==> src/rtl/pgf_pkg.sv <==
package pgf_pkg;
    typedef enum logic [1:0] {
        QM_SYNC  = 2'b00,
        QM_THREE = 2'b01,
        QM_SIX   = 2'b10,
        QM_RAW   = 2'b11
    } qual_mode_e;

    localparam int LONG_WIN  = 6;
    localparam int SHORT_WIN = 3;
endpackage

==> src/rtl/pgf_sample_tick.sv <==
module pgf_sample_tick #(
    parameter int PRD_W = 8
) (
    input  logic             clk,
    input  logic             rst_n,
    input  logic [PRD_W-1:0] period_i,
    output logic             tick_o
);
    localparam int CNT_W = PRD_W + 1;

    typedef struct packed {
        logic [CNT_W-1:0] cnt;
        logic [CNT_W-1:0] lim;
    } tick_st_t;

    tick_st_t st_q, st_d;
    logic [CNT_W-1:0] lim_new;

    always_comb begin
        lim_new = (period_i == '0) ? '0 : ({period_i, 1'b0} - CNT_W'(1));
        tick_o  = (st_q.cnt >= st_q.lim);
        st_d    = st_q;
        if (tick_o) begin
            st_d.cnt = '0;
            st_d.lim = lim_new;
        end else begin
            st_d.cnt = st_q.cnt + CNT_W'(1);
        end
    end

    always_ff @(posedge clk or negedge rst_n) begin
        if (!rst_n) st_q <= '0;
        else        st_q <= st_d;
    end

    // the count never runs past the loaded interval
    a_r2_count_bound: assert property (@(posedge clk) disable iff (!rst_n)
        st_q.cnt <= st_q.lim);

    // the loaded interval only changes across a tick
    a_r10_limit_held: assert property (@(posedge clk) disable iff (!rst_n)
        !tick_o |=> $stable(st_q.lim));
endmodule

==> src/rtl/pgf_sync2.sv <==
module pgf_sync2 (
    input  logic clk,
    input  logic rst_n,
    input  logic async_i,
    output logic sync_o
);
    typedef struct packed {
        logic meta;
        logic stable;
    } sync_st_t;

    sync_st_t st_q, st_d;

    always_comb begin
        st_d.meta   = async_i;
        st_d.stable = st_q.meta;
        sync_o      = st_q.stable;
    end

    always_ff @(posedge clk or negedge rst_n) begin
        if (!rst_n) st_q <= '0;
        else        st_q <= st_d;
    end
endmodule

==> src/rtl/pgf_qual_lane.sv <==
module pgf_qual_lane
    import pgf_pkg::*;
(
    input  logic       clk,
    input  logic       rst_n,
    input  logic       raw_i,
    input  logic       synced_i,
    input  logic       tick_i,
    input  qual_mode_e mode_i,
    output logic       level_o
);
    localparam int HW = LONG_WIN - 1;

    typedef struct packed {
        logic [HW-1:0] hist;
        logic          lvl;
    } lane_st_t;

    lane_st_t st_q, st_d;
    logic [LONG_WIN-1:0] window;
    logic long_hi, long_lo, short_hi, short_lo;

    always_comb begin
        window   = {st_q.hist, synced_i};
        long_hi  = &window;
        long_lo  = ~|window;
        short_hi = &window[SHORT_WIN-1:0];
        short_lo = ~|window[SHORT_WIN-1:0];
        st_d     = st_q;
        if (tick_i) st_d.hist = window[HW-1:0];
        case (mode_i)
            QM_SIX: begin
                if (tick_i && long_hi)      st_d.lvl = 1'b1;
                else if (tick_i && long_lo) st_d.lvl = 1'b0;
            end
            QM_THREE: begin
                if (tick_i && short_hi)      st_d.lvl = 1'b1;
                else if (tick_i && short_lo) st_d.lvl = 1'b0;
            end
            default: st_d.lvl = synced_i;
        endcase
        level_o = (mode_i == QM_RAW) ? raw_i : st_q.lvl;
    end

    always_ff @(posedge clk or negedge rst_n) begin
        if (!rst_n) st_q <= '0;
        else        st_q <= st_d;
    end

    // between ticks a six-sample lane holds its level
    a_r3_six_hold: assert property (@(posedge clk) disable iff (!rst_n)
        (mode_i == QM_SIX && !tick_i) |=> $stable(st_q.lvl));

    // a tick that completes six high samples leaves the lane high
    a_r3_six_accept: assert property (@(posedge clk) disable iff (!rst_n)
        (mode_i == QM_SIX && tick_i && synced_i && (&st_q.hist)) |=> st_q.lvl);

    // between ticks a three-sample lane holds its level
    a_r4_three_hold: assert property (@(posedge clk) disable iff (!rst_n)
        (mode_i == QM_THREE && !tick_i) |=> $stable(st_q.lvl));

    // pass-through lane follows the synchronizer one clock later
    a_r5_sync_follow: assert property (@(posedge clk) disable iff (!rst_n)
        (mode_i == QM_SYNC) |=> (st_q.lvl == $past(synced_i)));
endmodule

==> src/rtl/pin_glitch_filter.sv <==
module pin_glitch_filter
    import pgf_pkg::*;
#(
    parameter int NPINS = 8,
    parameter int PRD_W = 8
) (
    input  logic               clk,
    input  logic               rst_n,
    input  logic [NPINS-1:0]   pin_raw,
    input  logic [PRD_W-1:0]   period,
    input  logic [2*NPINS-1:0] mode,
    output logic [NPINS-1:0]   pin_qual
);
    logic tick;
    logic [NPINS-1:0] synced;

    pgf_sample_tick #(.PRD_W(PRD_W)) u_tick (
        .clk      (clk),
        .rst_n    (rst_n),
        .period_i (period),
        .tick_o   (tick)
    );

    for (genvar i = 0; i < NPINS; i++) begin : g_pin
        pgf_sync2 u_sync (
            .clk     (clk),
            .rst_n   (rst_n),
            .async_i (pin_raw[i]),
            .sync_o  (synced[i])
        );

        pgf_qual_lane u_lane (
            .clk      (clk),
            .rst_n    (rst_n),
            .raw_i    (pin_raw[i]),
            .synced_i (synced[i]),
            .tick_i   (tick),
            .mode_i   (qual_mode_e'(mode[2*i +: 2])),
            .level_o  (pin_qual[i])
        );
    end
endmodule

==> config.mk <==
export PLATFORM = sky130hd
export DESIGN_NAME = pin_glitch_filter
export DESIGN_NICKNAME = d
export VERILOG_FILES = /design/src/rtl/pgf_pkg.sv /design/src/rtl/pgf_sample_tick.sv /design/src/rtl/pgf_sync2.sv /design/src/rtl/pgf_qual_lane.sv /design/src/rtl/pin_glitch_filter.sv
export SDC_FILE = /design/constraint.sdc
export NUM_CORES = 1
export LEC_CHECK = 0
export BUFFER_PORTS_ARGS = -buffer_cell sky130_fd_sc_hd__buf_2
export CORE_MARGIN = 4
export CORE_UTILIZATION = 41
export CTS_BUF_LIST = sky130_fd_sc_hd__clkbuf_4
export DETAILED_ROUTE_END_ITERATION = 7
export SETUP_SLACK_MARGIN = 0.15
export SYNTH_ARGS = -nofsm -noshare
export SYNTH_HDL_FRONTEND = slang
export SYNTH_SLANG_ARGS = --single-unit
==> constraint.sdc <==
create_clock -name clk -period 2.45 [get_ports clk]
set_clock_uncertainty 0.2 [all_clocks]
set_input_delay 0.3675 -clock clk [delete_from_list [all_inputs] [get_ports clk]]
set_output_delay 0.3675 -clock clk [all_outputs]
set_load 0.005 [all_outputs]
==> results.yml <==
timing:
  maxSlewHeadroom_pct: 64.15
  rsz0062_at_grt: "true"
  final.min_clock_period_ns: 2.234
  slew_viol_final: 0
  clock.fmax_mhz: 447.7
  finalSetupTns_ns: 0
  finalSetupViolations: 0
  finalCritPeriodShare_pct: 91.17
  tightest_slew_ns: 0.5377
  setup_ws_ns: 0.2163
  hold_viol_final: 0
outcome:
  status: "complete, no violations"
logic_synthesis:
  synth_edf_count: 0
  synth_top_area_cell: "dfrtp_1"
  netlist_top_cells_area: "dfrtp_1 (47%), nand2_1 (12%), ha_1 (10%)"
  synth-seq-cells: 82
  async_flop_share_pct: 100.0
  syn_area_um2: 4354
  synth_top_area_share_pct: 47.13
  ys_types: 39
  synth_top_family_by_area: "simple AND/OR/NAND/NOR gates"
  synth-simple-area-share_pct: 21.03
  synthCells: 480
  ys_warn_count: 0
  synth-xor-area-share_pct: 2.213
  synth_most_common_cell: "nand2_1"
  ys_seq_area_share_pct: 47.13
  syn-num-nets: 549
  synthAdderAreaFrac_pct: 10.06
  ys.flop_type: "dfrtp_1"
  syn_area_per_cell_um2: 9.071
  synth_compound_area_share_pct: 11.70
  synthMuxAreaShare_pct: 2.557
  synthTopCellsByCount: "nand2_1 (135), dfrtp_1 (82), ha_1 (35), inv_1 (28), a21oi_1 (27)"
global_routing:
  grt_pass1_vias: 3353
  track_usage_pct: 14.04
  top_usage_layer: "met2"
  grt_max_degree: 55
  grt_util_met3_pct: 4.476
  antenna_found_initial: 0
  gr-usage-met2_pct: 23.83
  grt_pass1_wl_um: 14620
  grtUsageMet1_pct: 17.27
  grt.overflow.total: 0
detailed_routing:
  wirelength_um: 8500
  routedWlPerCell_um: 12.56
  viasPerCell: 5.095
  num_vias: 3449
  postRouteAntennaNets: 0
  drc: 0
  dr.pass1.iters: 4
  drt_iter0_markers: 134
placement:
  place_congestion: 0.8068
  place_area_um2: 4720
  hpwl_um: 5685
  dp_slack_ns: 0.09939
  portBuffers: 41
  place_inst: 646
layout:
  nFillCells: 969
  design_area_um2: 5070
  drive_above_1_share_pct: 16.82
  instances_no_fill: 677
  antenna_cells: 0
  layout.nets: 607
  synthToLayoutAreaGrowth_pct: 16.44
floorplanning:
  die_w_um: 111.1
  die_area_um2: 12330
  core.rowCount: 37
  start_util_pct: 42.18
  dieHeight_um: 111.1
  io_pins: 42
  coreArea_um2: 10320
setup_path:
  cp_slowest_cell: "dfrtp_1"
  reg2reg_from: "u_tick.st_q[7]$_DFFE_PN0P_"
  crit_required_ns: 2.61
  ff2ff_setup_slack_ns: 0.22
  crit_chain: "inv_1, ha_1, and4_1, nand3_2, o211a_4, buf_12, nor3_1, a21oi_1, a31oi_1"
  cp.arrival_ns: 2.39
  r2r_end: "g_pin[4].u_lane.st_q[0]$_DFFE_PN0P_"
  cp_max_fo: 19
  worst_path_largest_cell_delay_ns: 0.37
  end_kind: "flop"
  critPathKind: "flop to flop"
  startpoint_type: "flop"
  reg2reg_depth: 9
min_path:
  min_from: "period[5]"
  worstHoldPathType: "input port to flop"
  hold_depth: 3
  min_delay_worst_endpoint: "u_tick.st_q[6]$_DFFE_PN0P_"
cts:
  cts_made_buffers: 9
  ctsHtreeMaxLevel: 3
  cts_tree: "built"
  clk_latency_ns: 0.42
  clock_path_buffers: 2
  clk_pin_slew_ns: 0.13
  cts_root_buf: "clkbuf_4"
  clock-sinks: 82
power_and_ir_drop:
  p_leak_uw: 0.002577
  irDropWorstVdd_mv: 0.2057
  p_per_area_nw_per_um2: 454.2
job:
  drv_cap: 0
[area by class of cell]
type	instances	area (um2)	share of cell area (%)
inverters	28	105.1	2.073
repair buffers	67	486.7	9.600
clock buffers	10	75.07	1.481
multi-input cells	350	2160	42.60
flip-flops and latches	82	2052	40.47
clock inverters	4	21.27	0.4195
well taps	136	170.2	3.356
[cells in the final DEF, fill, tap and decap left out, types with 8 or more instances in the layout]
master / instances
nor2_1: 24
clkbuf_4: 10
nand2_1: 135
o21ai_0: 9
mux2_2: 8
ha_1: 33
buf_2: 40
inv_1: 27
nand3_1: 18
nor4_1: 8
a41oi_1: 8
dfrtp_1: 82
dlygate4sd3_1: 10
a21oi_1: 27
buf_4: 12
a31oi_1: 8
[how the worst max path moves through the flow]
stage               cells past startpoint  slack [ns]                                   to                       start
floorplan                               7        0.29  g_pin[7].u_lane.st_q[0]$_DFFE_PN0P_   u_tick.st_q[15]$_DFF_PN0_
detailed placement                      7         0.1  g_pin[7].u_lane.st_q[0]$_DFFE_PN0P_   u_tick.st_q[15]$_DFF_PN0_
global route                            8        0.12  g_pin[7].u_lane.st_q[0]$_DFFE_PN0P_  u_tick.st_q[7]$_DFFE_PN0P_
global placement                        7        0.16  g_pin[7].u_lane.st_q[0]$_DFFE_PN0P_   u_tick.st_q[15]$_DFF_PN0_
finish                                  9        0.22  g_pin[4].u_lane.st_q[0]$_DFFE_PN0P_  u_tick.st_q[7]$_DFFE_PN0P_
CTS                                     7        0.15  g_pin[7].u_lane.st_q[0]$_DFFE_PN0P_   u_tick.st_q[11]$_DFF_PN0_
[cell families (layout without fill, tap and decap cells)]
group | after synthesis | after routing
compound gates | 81 | 81
xor+xnor | 11 | 11
fa+ha+maj | 35 | 35
buf+inv | 48 | 109
flops | 82 | 82
mux | 10 | 10
simple gates | 213 | 213
[where the power goes]
group          leakage [uW]  total (uW)  switching, uW  internal, uW
Combinational       0.00149         250            127           123
Sequential          0.00103        1410           23.8          1390
Clock             0.0000555         640            438           203
[routing by layer]
metal  share of wire [%]  wire length, um  up-vias
met3                 3.4              290        6
met1                  47             3964     1651
met5                   0                0        -
met2                  49             4153       45
li1                    -                -     1747
met4                 1.1               91        0
[per-stage QoR]
stage               hold slack [ns]  total power (uW)  utilization [%]
global placement             0.1326              1672            45.72
global route                0.01364              2446            49.11
detailed placement           0.1362              1678            45.72
floorplan                   -0.1281              1588                -
finish                      0.04977              2303            49.11
CTS                         0.01455              2349            47.69
[state kept, by name, summed over array words and instances, names as in the netlist]
signal	cells
u_tick.st_q	18
g_pin.u_lane.st_q	48
g_pin.u_sync.sync_o	8
g_pin.u_sync.st_d	8
[critical path: cells and delay by family (launching register included)]
family	cells	cell delay [ns]
AOI/OAI and AO/OA	3	0.54
adders and majority gates	1	0.30
buffers and inverters	2	0.22
DFF	1	0.37
and+or+nand+nor	3	0.55
[repair_timing]
| action | 4_1_cts | 5_1_grt |
|---|---|---|
| buffers inserted | 0 | 6 |
| resized for setup | 1 | 12 |
| pin swaps | 0 | 4 |
| cloned | 0 | 1 |
| setup endpoints to repair | 8 | 15 |
| hold buffers | 10 | 0 |
| endpoints found under the hold margin | 49 | 0 |
Note: power is estimated with default switching activity, not from simulation.
